### config.mk
export PLATFORM = sky130hd
export DESIGN_NAME = phy_evt_counters
export DESIGN_NICKNAME = d
export VERILOG_FILES = /design/src/rtl/phy_evt_pkg.sv /design/src/rtl/evt_ctrl.sv /design/src/rtl/evt_counter.sv /design/src/rtl/evt_datapath.sv /design/src/rtl/phy_evt_counters.sv
export SDC_FILE = /design/constraint.sdc
export NUM_CORES = 1
export LEC_CHECK = 0
export BUFFER_PORTS_ARGS = -buffer_cell sky130_fd_sc_hd__buf_2
export CAP_MARGIN = 10
export CELL_PAD_IN_SITES_DETAIL_PLACEMENT = 1
export CELL_PAD_IN_SITES_GLOBAL_PLACEMENT = 2
export CORE_UTILIZATION = 41
export CTS_CLUSTER_SIZE = 24
export DETAILED_ROUTE_END_ITERATION = 6
export PLACE_DENSITY_LB_ADDON = 0.1
export RECOVER_POWER = 50
export SLEW_MARGIN = 20
export SYNTH_ARGS = -nofsm -noshare
export SYNTH_HDL_FRONTEND = slang
export SYNTH_SLANG_ARGS = --single-unit
### constraint.sdc
create_clock -name clk -period 3.7 [get_ports clk]
set_input_delay 0.185 -clock clk [delete_from_list [all_inputs] [get_ports clk]]
set_output_delay 0.185 -clock clk [all_outputs]
set_load 0.005 [all_outputs]
### src/rtl/phy_evt_pkg.sv
package phy_evt_pkg;
  localparam int NUM_CNT = 3;
  localparam int IDX_DISC = 0;
  localparam int IDX_FALSE = 1;
  localparam int IDX_RXERR = 2;

  typedef struct packed {
    logic clr;
    logic [NUM_CNT-1:0] inc;
  } evtStrobe_t;

  function automatic bit isSaturating(int idx);
    return idx == IDX_FALSE;
  endfunction
endpackage

### src/rtl/evt_ctrl.sv
module evt_ctrl
  import phy_evt_pkg::*;
#(
  parameter int FC_WINDOW = 16
) (
  input  logic       clk,
  input  logic       rst_n,
  input  logic       clrAll,
  input  logic       discPulse,
  input  logic       carrierOn,
  input  logic       jkSeen,
  input  logic       rxFrame,
  input  logic       rxErr,
  input  logic       rxCol,
  output evtStrobe_t strobe
);
  localparam int WIN_W = (FC_WINDOW > 1) ? $clog2(FC_WINDOW) : 1;
  localparam logic [WIN_W-1:0] WIN_LAST = WIN_W'(FC_WINDOW - 1);

  logic discPrev, carrierPrev, framePrev;
  logic judging;
  logic [WIN_W-1:0] winCnt, effCnt;
  logic errSticky, colSticky, errNext, colNext;
  logic carrierRise, active, expire, falseEvt, judgingNext;
  logic frameRise, frameFall;

  // false carrier judgement
  always_comb begin
    carrierRise = carrierOn & ~carrierPrev;
    active      = judging | carrierRise;
    effCnt      = carrierRise ? '0 : winCnt;
    expire      = carrierOn & (effCnt == WIN_LAST);
    falseEvt    = active & ~jkSeen & (~carrierOn | expire);
    judgingNext = active & ~jkSeen & carrierOn & ~expire;
  end

  // per-frame error qualification
  always_comb begin
    frameRise = rxFrame & ~framePrev;
    frameFall = ~rxFrame & framePrev;
    if (frameRise) begin
      errNext = rxErr;
      colNext = rxCol;
    end else begin
      errNext = errSticky | (rxFrame & rxErr);
      colNext = colSticky | (rxFrame & rxCol);
    end
  end

  always_ff @(posedge clk or negedge rst_n) begin
    if (!rst_n) begin
      discPrev    <= 1'b0;
      carrierPrev <= 1'b0;
      framePrev   <= 1'b0;
      judging     <= 1'b0;
      winCnt      <= '0;
      errSticky   <= 1'b0;
      colSticky   <= 1'b0;
    end else begin
      discPrev    <= discPulse;
      carrierPrev <= carrierOn;
      framePrev   <= rxFrame;
      judging     <= judgingNext;
      winCnt      <= effCnt + 1'b1;
      errSticky   <= errNext;
      colSticky   <= colNext;
    end
  end

  always_comb begin
    strobe.clr            = clrAll;
    strobe.inc            = '0;
    strobe.inc[IDX_DISC]  = discPulse & ~discPrev;
    strobe.inc[IDX_FALSE] = falseEvt;
    strobe.inc[IDX_RXERR] = frameFall & errSticky & ~colSticky;
  end
endmodule

### src/rtl/evt_counter.sv
module evt_counter #(
  parameter int CNT_W    = 16,
  parameter bit SATURATE = 1'b0
) (
  input  logic             clk,
  input  logic             rst_n,
  input  logic             clr,
  input  logic             inc,
  output logic [CNT_W-1:0] value
);
  logic atMax;
  assign atMax = &value;

  generate
    if (SATURATE) begin : g_sat
      always_ff @(posedge clk or negedge rst_n) begin
        if (!rst_n)             value <= '0;
        else if (clr)           value <= '0;
        else if (inc && !atMax) value <= value + 1'b1;
      end
    end else begin : g_wrap
      always_ff @(posedge clk or negedge rst_n) begin
        if (!rst_n)   value <= '0;
        else if (clr) value <= '0;
        else if (inc) value <= value + 1'b1;
      end
    end
  endgenerate
endmodule

### src/rtl/evt_datapath.sv
module evt_datapath
  import phy_evt_pkg::*;
#(
  parameter int CNT_W = 16
) (
  input  logic                            clk,
  input  logic                            rst_n,
  input  evtStrobe_t                      strobe,
  input  logic [1:0]                      rdAddr,
  output logic [CNT_W-1:0]                rdData,
  output logic [NUM_CNT-1:0][CNT_W-1:0]   cntOut
);
  generate
    for (genvar i = 0; i < NUM_CNT; i++) begin : g_cnt
      evt_counter #(
        .CNT_W   (CNT_W),
        .SATURATE(isSaturating(i))
      ) cnt_i (
        .clk  (clk),
        .rst_n(rst_n),
        .clr  (strobe.clr),
        .inc  (strobe.inc[i]),
        .value(cntOut[i])
      );
    end
  endgenerate

  always_comb begin
    rdData = '0;
    for (int i = 0; i < NUM_CNT; i++) begin
      if (rdAddr == 2'(i)) rdData = cntOut[i];
    end
  end
endmodule

### src/rtl/phy_evt_counters.sv
module phy_evt_counters
  import phy_evt_pkg::*;
#(
  parameter int CNT_W     = 16,
  parameter int FC_WINDOW = 16
) (
  input  logic             clk,
  input  logic             rst_n,
  input  logic             clrAll,
  input  logic             discPulse,
  input  logic             carrierOn,
  input  logic             jkSeen,
  input  logic             rxFrame,
  input  logic             rxErr,
  input  logic             rxCol,
  input  logic [1:0]       rdAddr,
  output logic [CNT_W-1:0] rdData
);
  evtStrobe_t strobe;
  logic [NUM_CNT-1:0][CNT_W-1:0] cntOut;

  evt_ctrl #(.FC_WINDOW(FC_WINDOW)) ctrl_i (
    .clk(clk), .rst_n(rst_n), .clrAll(clrAll), .discPulse(discPulse),
    .carrierOn(carrierOn), .jkSeen(jkSeen), .rxFrame(rxFrame),
    .rxErr(rxErr), .rxCol(rxCol), .strobe(strobe)
  );

  evt_datapath #(.CNT_W(CNT_W)) dp_i (
    .clk(clk), .rst_n(rst_n), .strobe(strobe), .rdAddr(rdAddr),
    .rdData(rdData), .cntOut(cntOut)
  );
endmodule

==> impl_metrics.toml <==
[place]
detailed_place_hpwl_um = 6160
dpl_cell_area_mm2 = 0.00354
placement.io_buffers = 26
dp_cells = 472
gp_congestion = 0.720

[floorplanning]
design.core.area_mm2 = 0.00781
initial_utilization_pct = 42.7
num_rows = 32
die_w_um = 92.2
io_pins = 27
floorplan.die_area_mm2 = 0.00849
chipHeight_um = 92.2

[global_route]
grt_first_pass_wirelength_um = 14300
antenna_found_initial = 0
grt.total_usage_pct = 22.4
grt_start_max_net_pins = 48
first_global_vias = 2802
globalRoute.totalOverflow = 0

[clock_network]
cts.sink_count = 58
clk_latency_ps = 340
cts_hold_buffers = 2
clock_tree.htree_level_count = 3
postCtsSetupBuffers = 0
ctsRootBufferMaster = "sky130_fd_sc_hd__clkbuf_8"
cts.reportedPaths.clkPinSlew_ps = 80
cts_made_buffers = 9
postCtsResizedCells = 0
cts_tree = "done"
cts_buffer_depth = 2

[power]
share_comb_of_total_power_pct = 7.0
p_int_uw = 1090
power.clock.fraction_pct = 46.5
static_leakage_power_uw = 0.00151
netSwitchingPower_uw = 355
netSwitchingFraction_pct = 24.6
total_power_density_per_cell_area_mw_per_mm2 = 385
seq_power_share_pct = 46.5
vdd.ir_drop.worst_uv = 181

[layout]
area.growth.synth_to_final_pct = 12.7
n_antenna_cell = 0
final-instance-count-excl-fill = 490
final_design_area_no_fill_mm2 = 0.00375
postLayoutCoreUtil_pct = 48.1
share_of_final_layout_standard_cells_stronger_than_drive_strength_1_pct = 12.1
fin_nets = 398

[outcome]
failed_checks = "max-capacitance violations, max-slew violations"
status = "complete, but fails checks"

[sta]
period_needed_ps = 2620
post-route-period-util_pct = 70.9
timing.clock.skew_ps = 6.89
setup_viol_count_final = 0
max-slew-margin-rel_pct = -35.8
max_freq_mhz = 381
slew_violations = 36
rsz0062_at_grt = "no"
setup-tns-final_ps = 0
worst-slew-pin-transition_ps = 2040
timing.final.hold_violations = 0

[synthesis]
synth_async_sr_flop_share_pct = 100
synth-seq-area-share_pct = 43.6
synth-edff-count = 0
ys_ff_latch = 58
netlist_instances = 358
synth-warning-count = 0
mappedNetlistNets = 373
synth_cell_type_count = 45
leading_register_cell_type_out_of_synthesis = "sky130_fd_sc_hd__dfrtp_1"
synthesis.area_per_instance_um2 = 9.31
synth_area_mm2 = 0.00333

[setup_path]
endpoint_kind = "flip-flop"
worst-endpoint-arrival_ps = 2850
worst_ep_required_time_ps = 3930
crit_fanout = 26
crit_path_launch_type = "flip-flop"
criticalPathCategory = "reg2reg"

[route]
drc_viols = 0
via_per_inst = 5.72
detail-route-antenna-nets = 0
num_vias = 2805
firstDrtPassIters = 4
drt_iter0_markers = 59
finalWirelength_um = 8780
post_drt_wl_per_cell_um = 17.9

[worst_hold_path]
hold_path.class = "in2reg"

[flow_run]
count_of_max_cap_constraint_violations = 1
[metrics by stage]
stage / setup WS, ps / total power (uW) / hold slack [ps]
6_report: 1080 / 1450 / 23.5
5_1_grt: 861 / 1500 / 15.8
4_1_cts: 1140 / 1460 / 10.3
3_5_place_dp: 1150 / 789 / 342
3_3_place_gp: 1280 / 785 / 336
2_1_floorplan: 1570 / 745 / -111
[synth_stat cells (5+ instances only)]
cell	number	area, um^2
sky130_fd_sc_hd__mux2_2	7	78.8
sky130_fd_sc_hd__nor4_1	9	56.3
sky130_fd_sc_hd__clkbuf_1	12	45.0
sky130_fd_sc_hd__o21ai_0	21	105
sky130_fd_sc_hd__a21oi_1	17	85.1
sky130_fd_sc_hd__o31ai_1	10	75.1
sky130_fd_sc_hd__xnor2_1	13	114
sky130_fd_sc_hd__nand2_1	33	124
sky130_fd_sc_hd__nor2b_1	12	75.1
sky130_fd_sc_hd__nor2_1	33	124
sky130_fd_sc_hd__inv_1	12	45.0
sky130_fd_sc_hd__dfrtp_1	58	1450
sky130_fd_sc_hd__nand4_1	14	87.6
sky130_fd_sc_hd__xor2_1	5	43.8
sky130_fd_sc_hd__or4_1	10	75.1
sky130_fd_sc_hd__nand3_1	15	75.1
sky130_fd_sc_hd__mux2i_1	17	170
[final timing paths]
check | startpoint | endpoint | slack [ps] | cells after the start
max | ctrl_i.carrierPrev | dp_i.g_cnt[1].cnt_i.value[5] | 1080 | 7
min | carrierOn | ctrl_i.carrierPrev | 20 | 1
max reg2reg | ctrl_i.carrierPrev | dp_i.g_cnt[1].cnt_i.value[5] | 1080 | 7
min reg2reg | ctrl_i.errSticky | ctrl_i.errSticky | 520 | 1
max in group asynchronous | rst_n | dp_i.g_cnt[2].cnt_i.value[6] | 1470 | 3
min in group asynchronous | rst_n | dp_i.g_cnt[2].cnt_i.value[14] | 950 | 2
[sequential cells by signal (all words and copies together) (netlist names)]
signal,flops
ctrl_i.carrierPrev,1
dp_i.g_cnt.cnt_i.value,48
ctrl_i.framePrev,1
ctrl_i.errSticky,1
ctrl_i.judging,1
ctrl_i.discPrev,1
ctrl_i.winCnt,4
ctrl_i.colSticky,1
[worst max-delay path, cell delays in order (launching register included)]
cell and delay (ps):
sky130_fd_sc_hd__dfrtp_1 340, sky130_fd_sc_hd__nand2b_1 210, sky130_fd_sc_hd__and2_0 200, sky130_fd_sc_hd__ha_1 200, sky130_fd_sc_hd__nand4_1 110, sky130_fd_sc_hd__a221o_1 620, sky130_fd_sc_hd__nor4b_1 460, sky130_fd_sc_hd__mux2_2 370
[final cells by class]
| type | count | area (um^2) |
|---|---|---|
| inverters | 12 | 45.0 |
| flip-flops and latches | 58 | 1450 |
| well taps | 102 | 128 |
| multi-input cells | 270 | 1750 |
| fillers | 947 | 4050 |
| repair buffers | 32 | 161 |
| clock inverters | 5 | 77.6 |
| clock buffers | 11 | 141 |
[placed cells by master, fill, tap and decap left out, types with 5 or more instances in the layout]
| cell type | Yosys | layout |
|---|---|---|
| sky130_fd_sc_hd__a21oi_1 | 17 | 17 |
| sky130_fd_sc_hd__buf_2 | 3 | 14 |
| sky130_fd_sc_hd__clkbuf_1 | 12 | 14 |
| sky130_fd_sc_hd__clkbuf_8 | 0 | 10 |
| sky130_fd_sc_hd__dfrtp_1 | 58 | 58 |
| sky130_fd_sc_hd__inv_1 | 12 | 12 |
| sky130_fd_sc_hd__mux2_2 | 7 | 7 |
| sky130_fd_sc_hd__mux2i_1 | 17 | 17 |
| sky130_fd_sc_hd__nand2_1 | 33 | 33 |
| sky130_fd_sc_hd__nand2b_1 | 4 | 5 |
| sky130_fd_sc_hd__nand3_1 | 15 | 15 |
| sky130_fd_sc_hd__nand4_1 | 14 | 14 |
| sky130_fd_sc_hd__nor2_1 | 33 | 33 |
| sky130_fd_sc_hd__nor2b_1 | 12 | 12 |
| sky130_fd_sc_hd__nor4_1 | 9 | 9 |
| sky130_fd_sc_hd__o21ai_0 | 21 | 21 |
| sky130_fd_sc_hd__o31ai_1 | 10 | 10 |
| sky130_fd_sc_hd__or4_1 | 10 | 10 |
| sky130_fd_sc_hd__xnor2_1 | 13 | 13 |
| sky130_fd_sc_hd__xor2_1 | 5 | 5 |
[power by group through the flow]
stage | Clock (uW) | Sequential, uW | Combinational, uW
5_1_grt | 707 | 676 | 115
4_1_cts | 683 | 672 | 107
6_report | 672 | 672 | 101
3_3_place_gp | 0 | 683 | 102
2_1_floorplan | 0 | 679 | 65.7
3_5_place_dp | 0 | 684 | 105
[kinds of logic after synthesis]
family	Yosys count	synth area share, %
AO/OA/AOI/OAI	59	10.8
XOR/XNOR	18	4.73
adder cells (fa/ha/maj)	4	1.50
buffers and inverters	30	3.72
flip-flops	58	43.6
multiplexers	28	8.82
AND/OR/NAND/NOR	161	26.8
[routing by layer]
metal / vias up / global-route usage (%) / part of all wire [%]
li1: 1339 / - / -
met1: 1439 / 30.1 / 49
met2: 20 / 37.1 / 48
met3: 7 / 2.99 / 1.4
met4: 0 / 7.42 / 1.0
met5: - / 0 / 0
Power figures use the tool's default switching activity.
